==> src/rtl/dma_seq_pkg.sv <==
`timescale 1ns/1ps
// Shared widths, field indices and types for the sequential byte mover.
// Assumes: byte-wide data on both sides and three address bytes on the A side.
package dma_seq_pkg;
    localparam int A_W = 24;   // A side address width
    localparam int B_W = 8;    // B side register select width
    localparam int N_W = 16;   // byte count width
    localparam int D_W = 8;    // data width

    // settings field indices (low nibble of cfg_addr)
    localparam logic [3:0] FLD_CTRL = 4'd0;
    localparam logic [3:0] FLD_BASE = 4'd1;
    localparam logic [3:0] FLD_A0   = 4'd2;
    localparam logic [3:0] FLD_A1   = 4'd3;
    localparam logic [3:0] FLD_A2   = 4'd4;
    localparam logic [3:0] FLD_N0   = 4'd5;
    localparam logic [3:0] FLD_N1   = 4'd6;

    typedef enum logic [1:0] {
        STEP_UP    = 2'b00,
        STEP_HOLD  = 2'b01,
        STEP_DOWN  = 2'b10,
        STEP_HOLD2 = 2'b11
    } step_e;

    typedef struct packed {
        logic           to_a;    // 1: B read, A write
        step_e          step;
        logic [2:0]     pat;
        logic [B_W-1:0] bbase;
        logic [A_W-1:0] abase;
        logic [N_W-1:0] cnt;
    } chan_cfg_t;

    // B register offset for byte index k (low two bits) under pattern code pat
    function automatic logic [1:0] unit_offset(input logic [2:0] pat, input logic [1:0] k);
        case (pat)
            3'd1, 3'd5: unit_offset = {1'b0, k[0]};
            3'd3, 3'd7: unit_offset = {1'b0, k[1]};
            3'd4:       unit_offset = k;
            default:    unit_offset = 2'd0;
        endcase
    endfunction
endpackage

==> src/rtl/dma_seq_cfg.sv <==
`timescale 1ns/1ps
// Per-channel settings register file.
// Assumes: writes come only while the engine is idle; bits 6:5 of the control byte are reserved.
module dma_seq_cfg
    import dma_seq_pkg::*;
#(
    parameter  int NCH  = 8,
    localparam int CH_W = (NCH > 1) ? $clog2(NCH) : 1
) (
    input  logic            clk,
    input  logic            rst_n,
    input  logic            we,
    input  logic [CH_W-1:0] ch,
    input  logic [3:0]      fld,
    input  logic [D_W-1:0]  wdata,
    output chan_cfg_t       cfg [NCH]
);
    logic unused_rsvd;
    assign unused_rsvd = ^wdata[6:5];

    for (genvar g = 0; g < NCH; g++) begin : g_chan
        // store the addressed field of this channel
        always_ff @(posedge clk) begin
            if (!rst_n) begin
                cfg[g] <= '0;
            end else if (we && ch == CH_W'(g)) begin
                case (fld)
                    FLD_CTRL: begin
                        cfg[g].to_a <= wdata[7];
                        cfg[g].step <= step_e'(wdata[4:3]);
                        cfg[g].pat  <= wdata[2:0];
                    end
                    FLD_BASE: cfg[g].bbase        <= wdata;
                    FLD_A0:   cfg[g].abase[7:0]   <= wdata;
                    FLD_A1:   cfg[g].abase[15:8]  <= wdata;
                    FLD_A2:   cfg[g].abase[23:16] <= wdata;
                    FLD_N0:   cfg[g].cnt[7:0]     <= wdata;
                    FLD_N1:   cfg[g].cnt[15:8]    <= wdata;
                    default:  ;
                endcase
            end
        end


        cfg_hold_chk: assert property (@(posedge clk) disable iff (!rst_n)
            !(we && ch == CH_W'(g)) |=> $stable(cfg[g]));
    end
endmodule

==> src/rtl/dma_seq_pick.sv <==
`timescale 1ns/1ps
// Picks the lowest-numbered requesting channel.
// Assumes: any request vector; sel is meaningful only when any is high.
module dma_seq_pick #(
    parameter  int NCH  = 8,
    localparam int CH_W = (NCH > 1) ? $clog2(NCH) : 1
) (
    input  logic [NCH-1:0]  req,
    output logic            any,
    output logic [CH_W-1:0] sel
);
    // scan from the top so the lowest set bit wins
    always_comb begin
        any = |req;
        sel = '0;
        for (int i = NCH - 1; i >= 0; i--) begin
            if (req[i]) sel = CH_W'(i);
        end
    end
endmodule

==> src/rtl/dma_seq_mover.sv <==
`timescale 1ns/1ps
// Runs one channel: holds the working A address, bytes left and unit index,
// and produces one byte move per cycle while active.
// Assumes: start is raised only while inactive.
module dma_seq_mover
    import dma_seq_pkg::*;
(
    input  logic           clk,
    input  logic           rst_n,
    input  logic           start,
    input  chan_cfg_t      cfg_in,
    output logic           active,
    output logic           last,
    output logic           to_a,
    output logic [A_W-1:0] a_addr,
    output logic [B_W-1:0] b_addr
);
    localparam logic [N_W:0] FULL_N = {1'b1, {N_W{1'b0}}};
    localparam logic [N_W:0] ONE_N  = {{N_W{1'b0}}, 1'b1};

    logic [A_W-1:0] cur_a, next_a;
    logic [N_W:0]   left;
    logic [1:0]     k;
    step_e          step;
    logic [2:0]     pat;
    logic [B_W-1:0] bbase;

    // next A address from the step mode
    always_comb begin
        case (step)
            STEP_UP:   next_a = cur_a + 1'b1;
            STEP_DOWN: next_a = cur_a - 1'b1;
            default:   next_a = cur_a;
        endcase
    end

    // load a channel on start, then advance once per moved byte
    always_ff @(posedge clk) begin
        if (!rst_n) begin
            active <= 1'b0;
            cur_a  <= '0;
            left   <= '0;
            k      <= '0;
            step   <= STEP_UP;
            pat    <= '0;
            bbase  <= '0;
            to_a   <= 1'b0;
        end else if (start) begin
            active <= 1'b1;
            cur_a  <= cfg_in.abase;
            left   <= (cfg_in.cnt == '0) ? FULL_N : {1'b0, cfg_in.cnt};
            k      <= '0;
            step   <= cfg_in.step;
            pat    <= cfg_in.pat;
            bbase  <= cfg_in.bbase;
            to_a   <= cfg_in.to_a;
        end else if (active) begin
            left  <= left - 1'b1;
            k     <= k + 1'b1;
            cur_a <= next_a;
            if (left == ONE_N) active <= 1'b0;
        end
    end

    assign last   = active && (left == ONE_N);
    assign a_addr = cur_a;
    assign b_addr = bbase + B_W'(unit_offset(pat, k));


    left_live_chk: assert property (@(posedge clk) disable iff (!rst_n)
        active |-> left != '0);


    fixed_hold_chk: assert property (@(posedge clk) disable iff (!rst_n)
        (active && !last && step[0]) |=> $stable(a_addr));
endmodule

==> src/rtl/dma_seq_engine.sv <==
`timescale 1ns/1ps
// Eight-channel sequential byte mover between a 24-bit space and 256 registers.
// Assumes: no settings or start writes while cpu_halt is high; both sides
// return read data in the cycle of the read strobe.
module dma_seq_engine
    import dma_seq_pkg::*;
#(
    parameter  int NCH  = 8,
    localparam int CH_W = (NCH > 1) ? $clog2(NCH) : 1
) (
    input  logic            clk,
    input  logic            rst_n,
    input  logic            cfg_we,
    input  logic [CH_W+3:0] cfg_addr,
    input  logic [D_W-1:0]  cfg_wdata,
    input  logic            go_we,
    input  logic [NCH-1:0]  go_data,
    output logic            cpu_halt,
    output logic [NCH-1:0]  chan_pending,
    output logic [A_W-1:0]  a_addr,
    output logic            a_rd,
    output logic            a_wr,
    input  logic [D_W-1:0]  a_rdata,
    output logic [D_W-1:0]  a_wdata,
    output logic [B_W-1:0]  b_addr,
    output logic            b_rd,
    output logic            b_wr,
    input  logic [D_W-1:0]  b_rdata,
    output logic [D_W-1:0]  b_wdata
);
    chan_cfg_t       cfg [NCH];
    logic [NCH-1:0]  pending;
    logic [CH_W-1:0] sel, cur_ch;
    logic            any, active, last, to_a, start;

    dma_seq_cfg #(.NCH(NCH)) cfg_i (
        .clk(clk), .rst_n(rst_n), .we(cfg_we),
        .ch(cfg_addr[CH_W+3:4]), .fld(cfg_addr[3:0]),
        .wdata(cfg_wdata), .cfg(cfg)
    );

    dma_seq_pick #(.NCH(NCH)) pick_i (
        .req(pending), .any(any), .sel(sel)
    );

    assign start = any && !active;

    dma_seq_mover mover_i (
        .clk(clk), .rst_n(rst_n), .start(start), .cfg_in(cfg[sel]),
        .active(active), .last(last), .to_a(to_a),
        .a_addr(a_addr), .b_addr(b_addr)
    );

    // pending mask: loaded by a start write, one bit dropped per finished channel
    always_ff @(posedge clk) begin
        if (!rst_n) begin
            pending <= '0;
            cur_ch  <= '0;
        end else begin
            if (go_we)     pending         <= go_data;
            else if (last) pending[cur_ch] <= 1'b0;
            if (start)     cur_ch          <= sel;
        end
    end

    assign cpu_halt     = |pending;
    assign chan_pending = pending;
    assign a_rd         = active && !to_a;
    assign b_wr         = active && !to_a;
    assign b_rd         = active && to_a;
    assign a_wr         = active && to_a;
    assign b_wdata      = a_rdata;
    assign a_wdata      = b_rdata;


    strobe_halt_chk: assert property (@(posedge clk) disable iff (!rst_n)
        (a_rd || a_wr || b_rd || b_wr) |-> cpu_halt);


    dir_pair_chk: assert property (@(posedge clk) disable iff (!rst_n)
        (a_rd == b_wr) && (a_wr == b_rd) && !(a_rd && a_wr));


    pend_no_grow_chk: assert property (@(posedge clk) disable iff (!rst_n)
        !go_we |=> (chan_pending & ~$past(chan_pending)) == '0);


    pend_clear_chk: assert property (@(posedge clk) disable iff (!rst_n)
        last |=> !chan_pending[$past(cur_ch)]);


    pick_lowest_chk: assert property (@(posedge clk) disable iff (!rst_n)
        start |-> pending[sel] && ((pending & ((NCH'(1) << sel) - NCH'(1))) == '0));

    // R3 (input rule: a halted processor issues no writes)
    go_quiet_chk: assert property (@(posedge clk) disable iff (!rst_n)
        cpu_halt |-> !go_we && !cfg_we);
endmodule

==> config.mk <==
export PLATFORM = sky130hd
export DESIGN_NAME = dma_seq_engine
export DESIGN_NICKNAME = d
export VERILOG_FILES = /design/src/rtl/dma_seq_pkg.sv /design/src/rtl/dma_seq_cfg.sv /design/src/rtl/dma_seq_pick.sv /design/src/rtl/dma_seq_mover.sv /design/src/rtl/dma_seq_engine.sv
export SDC_FILE = /design/constraint.sdc
export NUM_CORES = 1
export LEC_CHECK = 0
export BUFFER_PORTS_ARGS = -buffer_cell sky130_fd_sc_hd__buf_2
export CORE_UTILIZATION = 58
export CTS_BUF_LIST = sky130_fd_sc_hd__clkbuf_8
export CTS_CLUSTER_SIZE = 28
export DETAILED_ROUTE_END_ITERATION = 8
export MAX_ROUTING_LAYER = met4
export PLACE_DENSITY_LB_ADDON = 0.3
export SYNTH_ARGS = -nofsm -noshare
export SYNTH_HDL_FRONTEND = slang
export SYNTH_SLANG_ARGS = --single-unit
==> constraint.sdc <==
create_clock -name clk -period 2.9 [get_ports clk]
set_input_delay 0.58 -clock clk [delete_from_list [all_inputs] [get_ports clk]]
set_output_delay 0.58 -clock clk [all_outputs]
set_load 0.02 [all_outputs]
==> results.cfg <==
[routing]
wl_um = 67900
via_per_inst = 6.21
drt_iter0_markers = 2249
first_pass_iters = 9
via_count = 20000
wire_per_inst_um = 21.1
drc = 0
ant_nets = 0

[sta]
setup_viol = 6
tightest_slew_ps = 862
relSlewSlack_pct = 42.4
maxSlewViolCount = 0
hold_viol_final = 0
timing.hold.ws_ps = 165
rsz0062_at_grt = yes
fin_ws_ps = -210
finClkSkew_ps = 27.6
max_freq_mhz = 322
period_needed_ps = 3110
fin_crit_sh_pct = 107

[critical_path]
crit_fanout = 4
crit_arrival_ps = 2530
worst_setup_path_end_kind = primary output
crit_required_ps = 2320
critPathLaunchType = register
path_class = reg -> out

[global_routing]
grt_max_degree = 96
antenna_found_initial = 2
grt_pass1_vias = 19300
grt_pass1_wl_um = 105000
gr-total-overflow = 0
grt_usage_pct = 33.4

[status]
status = complete, but fails checks
violations = negative setup slack

[yosys]
yosysUniqueCellTypes = 65
synth_area_per_cell_um2 = 9.05
syn-instance-count = 2547
synth_nets = 2618
yosysSeqAreaShare_pct = 43.5
synth-edff-count = 0
synth_ff_type = dfxtp_1
postSynth.asyncResetShare_pct = 0
synth-seq-cells = 501
synth_warnings = 0
syn_area_mm2 = 0.0230

[clock_tree]
numCtsBuffers = 81
cts_tree = yes
clockRootBuffer = clkbuf_8
htree_levels = 3
clock-sinks = 501
clock_latency_ps = 660
cts_buffer_depth = 3
path_clk_slew_ps = 60
cts_hold_buf = 0

[floorplanning]
die_h_um = 201
die_w_um = 201
start_util_pct = 59.2
die_area_mm2 = 0.0405
core_mm2 = 0.0389
io_pins = 104
fp-row-count = 72

[pwr]
p_leak_nw = 9.77
irDropWorstVdd_mv = 0.287
powerDensity_mw_per_mm2 = 569

[place]
hpwl_um = 43000
place_congestion = 0.973
placed_cells = 3046
dp_slack_ps = -134
post_dp_cell_area_mm2 = 0.0244
port_buffers = 71

[layout]
fin_cells = 3216
area_delta_synth_final_pct = 16.1
ff_latch_area_mm2 = 0.0100
drive_gt1_share_pct = 19.4
multi_input_area_mm2 = 0.0124
layout.nets = 2710
fillers = 2981
design_area_mm2 = 0.0268

[job]
maxCapViolations = 0

[hold_path]
hold_path.class = in -> reg
stage by stage:
step                      TNS [ps]  total power (W)  util, %
after detailed placement      -168          0.00908     62.8
after global routing         -1720           0.0157     68.7
after CTS                    -1050           0.0151     67.4
after global placement       -60.0          0.00906     62.8
final                        -1040           0.0152     68.8
after floorplan                  0          0.00847        -
state kept, by name, summed over array words and instances (netlist names):
| register | count |
|---|---|
| mover_i.left | 17 |
| mover_i.a_addr | 24 |
| mover_i.step | 2 |
| cfg_i.cfg | 432 |
| mover_i.pat | 3 |
| mover_i.bbase | 8 |
| mover_i.to_a | 1 |
| cur_ch | 3 |
| chan_pending | 8 |
| mover_i.k | 2 |
| mover_i.active | 1 |
worst max-delay path: stages (launching register included):
cell     delay (ps)
dfxtp_4         360
o21ai_2          50
o21ai_1         110
buf_4           130
ha_4            140
inv_2            40
fa_2            390
nor2_4          170
nand3_4         110
xnor2_4         220
buf_6           150
placed cells by master (no fill, tap or decap), types with 42 or more instances in the layout:
cell,synthesis,final
nand2_1,283,280
nand3_1,180,178
a21oi_1,255,252
dfxtp_1,501,492
mux2i_1,278,278
clkbuf_8,0,107
mux4_2,76,76
o21ai_0,74,67
inv_1,26,42
buf_2,16,64
buf_4,24,129
nor2_1,348,344
cells in the mapped netlist (14+ instances only):
master	n	area, µm²
a22oi_1	32	240
mux2_2	18	203
inv_1	26	97.6
nand2_1	283	1060
ha_1	26	325
nor2_1	348	1310
a21oi_1	255	1280
nor3_1	24	120
mux2i_1	278	2780
mux4_2	76	1710
clkbuf_1	174	653
o21ai_0	74	370
buf_4	24	180
a211oi_1	18	135
buf_2	16	80.1
nand3_1	180	901
dfxtp_1	501	10000
nand2b_1	14	87.6
xnor2_1	25	219
a222oi_1	14	140
logic make-up (layout without fill, tap and decap cells):
kind of cell,count (synthesis),in the layout,share of synthesized area [%]
AND/OR/NAND/NOR,898,898,16.6
flip-flops,501,501,43.5
AO/OA/AOI/OAI,464,464,11.9
multiplexers,373,373,20.4
buffers and inverters,247,395,4.57
XOR/XNOR,36,36,1.37
adder cells (fa/ha/maj),28,28,1.59
other,0,3,0
routing by layer:
layer | vias up | global-route usage [%] | wire length, µm
met5 | - | - | 0
met1 | 9600 | 43.1 | 27800
met3 | 170 | 7.39 | 6830
li1 | 9147 | - | -
met4 | 0 | 14.0 | 2310
met2 | 1053 | 50.5 | 31000
report_power, final:
| group | switching, W | internal [W] | leakage, nW |
|---|---|---|---|
| logic | 0.00127 | 0.000735 | 4.80 |
| registers | 0.000119 | 0.00698 | 4.05 |
| clock network | 0.00283 | 0.00329 | 0.915 |
worst paths after layout:
check	endpoint	cells after the start	start	slack, ps
min	chan_pending[6]$_SDFFE_PN0P_	3	go_data[6]	170
min reg2reg	cfg_i.cfg[315]$_SDFFE_PN0P_	2	cfg_i.cfg[315]$_SDFFE_PN0P_	450
max reg2reg	mover_i.left[16]$_SDFFE_PN0P_	11	chan_pending[7]$_SDFFE_PN0P_	10
max	b_addr[6]	10	mover_i.pat[0]$_SDFFE_PN0P_	-210
layout make-up:
type,instances,area share (%)
Multi-Input combinational cell,1799,46.3
Sequential cell,501,37.5
Timing Repair Buffer,230,7.24
Clock buffer,107,5.50
Tap cell,518,2.42
Clock inverter,32,0.585
Inverter,26,0.407
Antenna cell,3,0.0281
timing repair:
item | 4_1_cts | 5_1_grt
pin swaps | 7 | 32
endpoints found under the setup margin | 11 | 30
buffers inserted | 4 | 22
resized for setup | 36 | 58
cloned | 0 | 2
(Power assumes the default switching activity.)
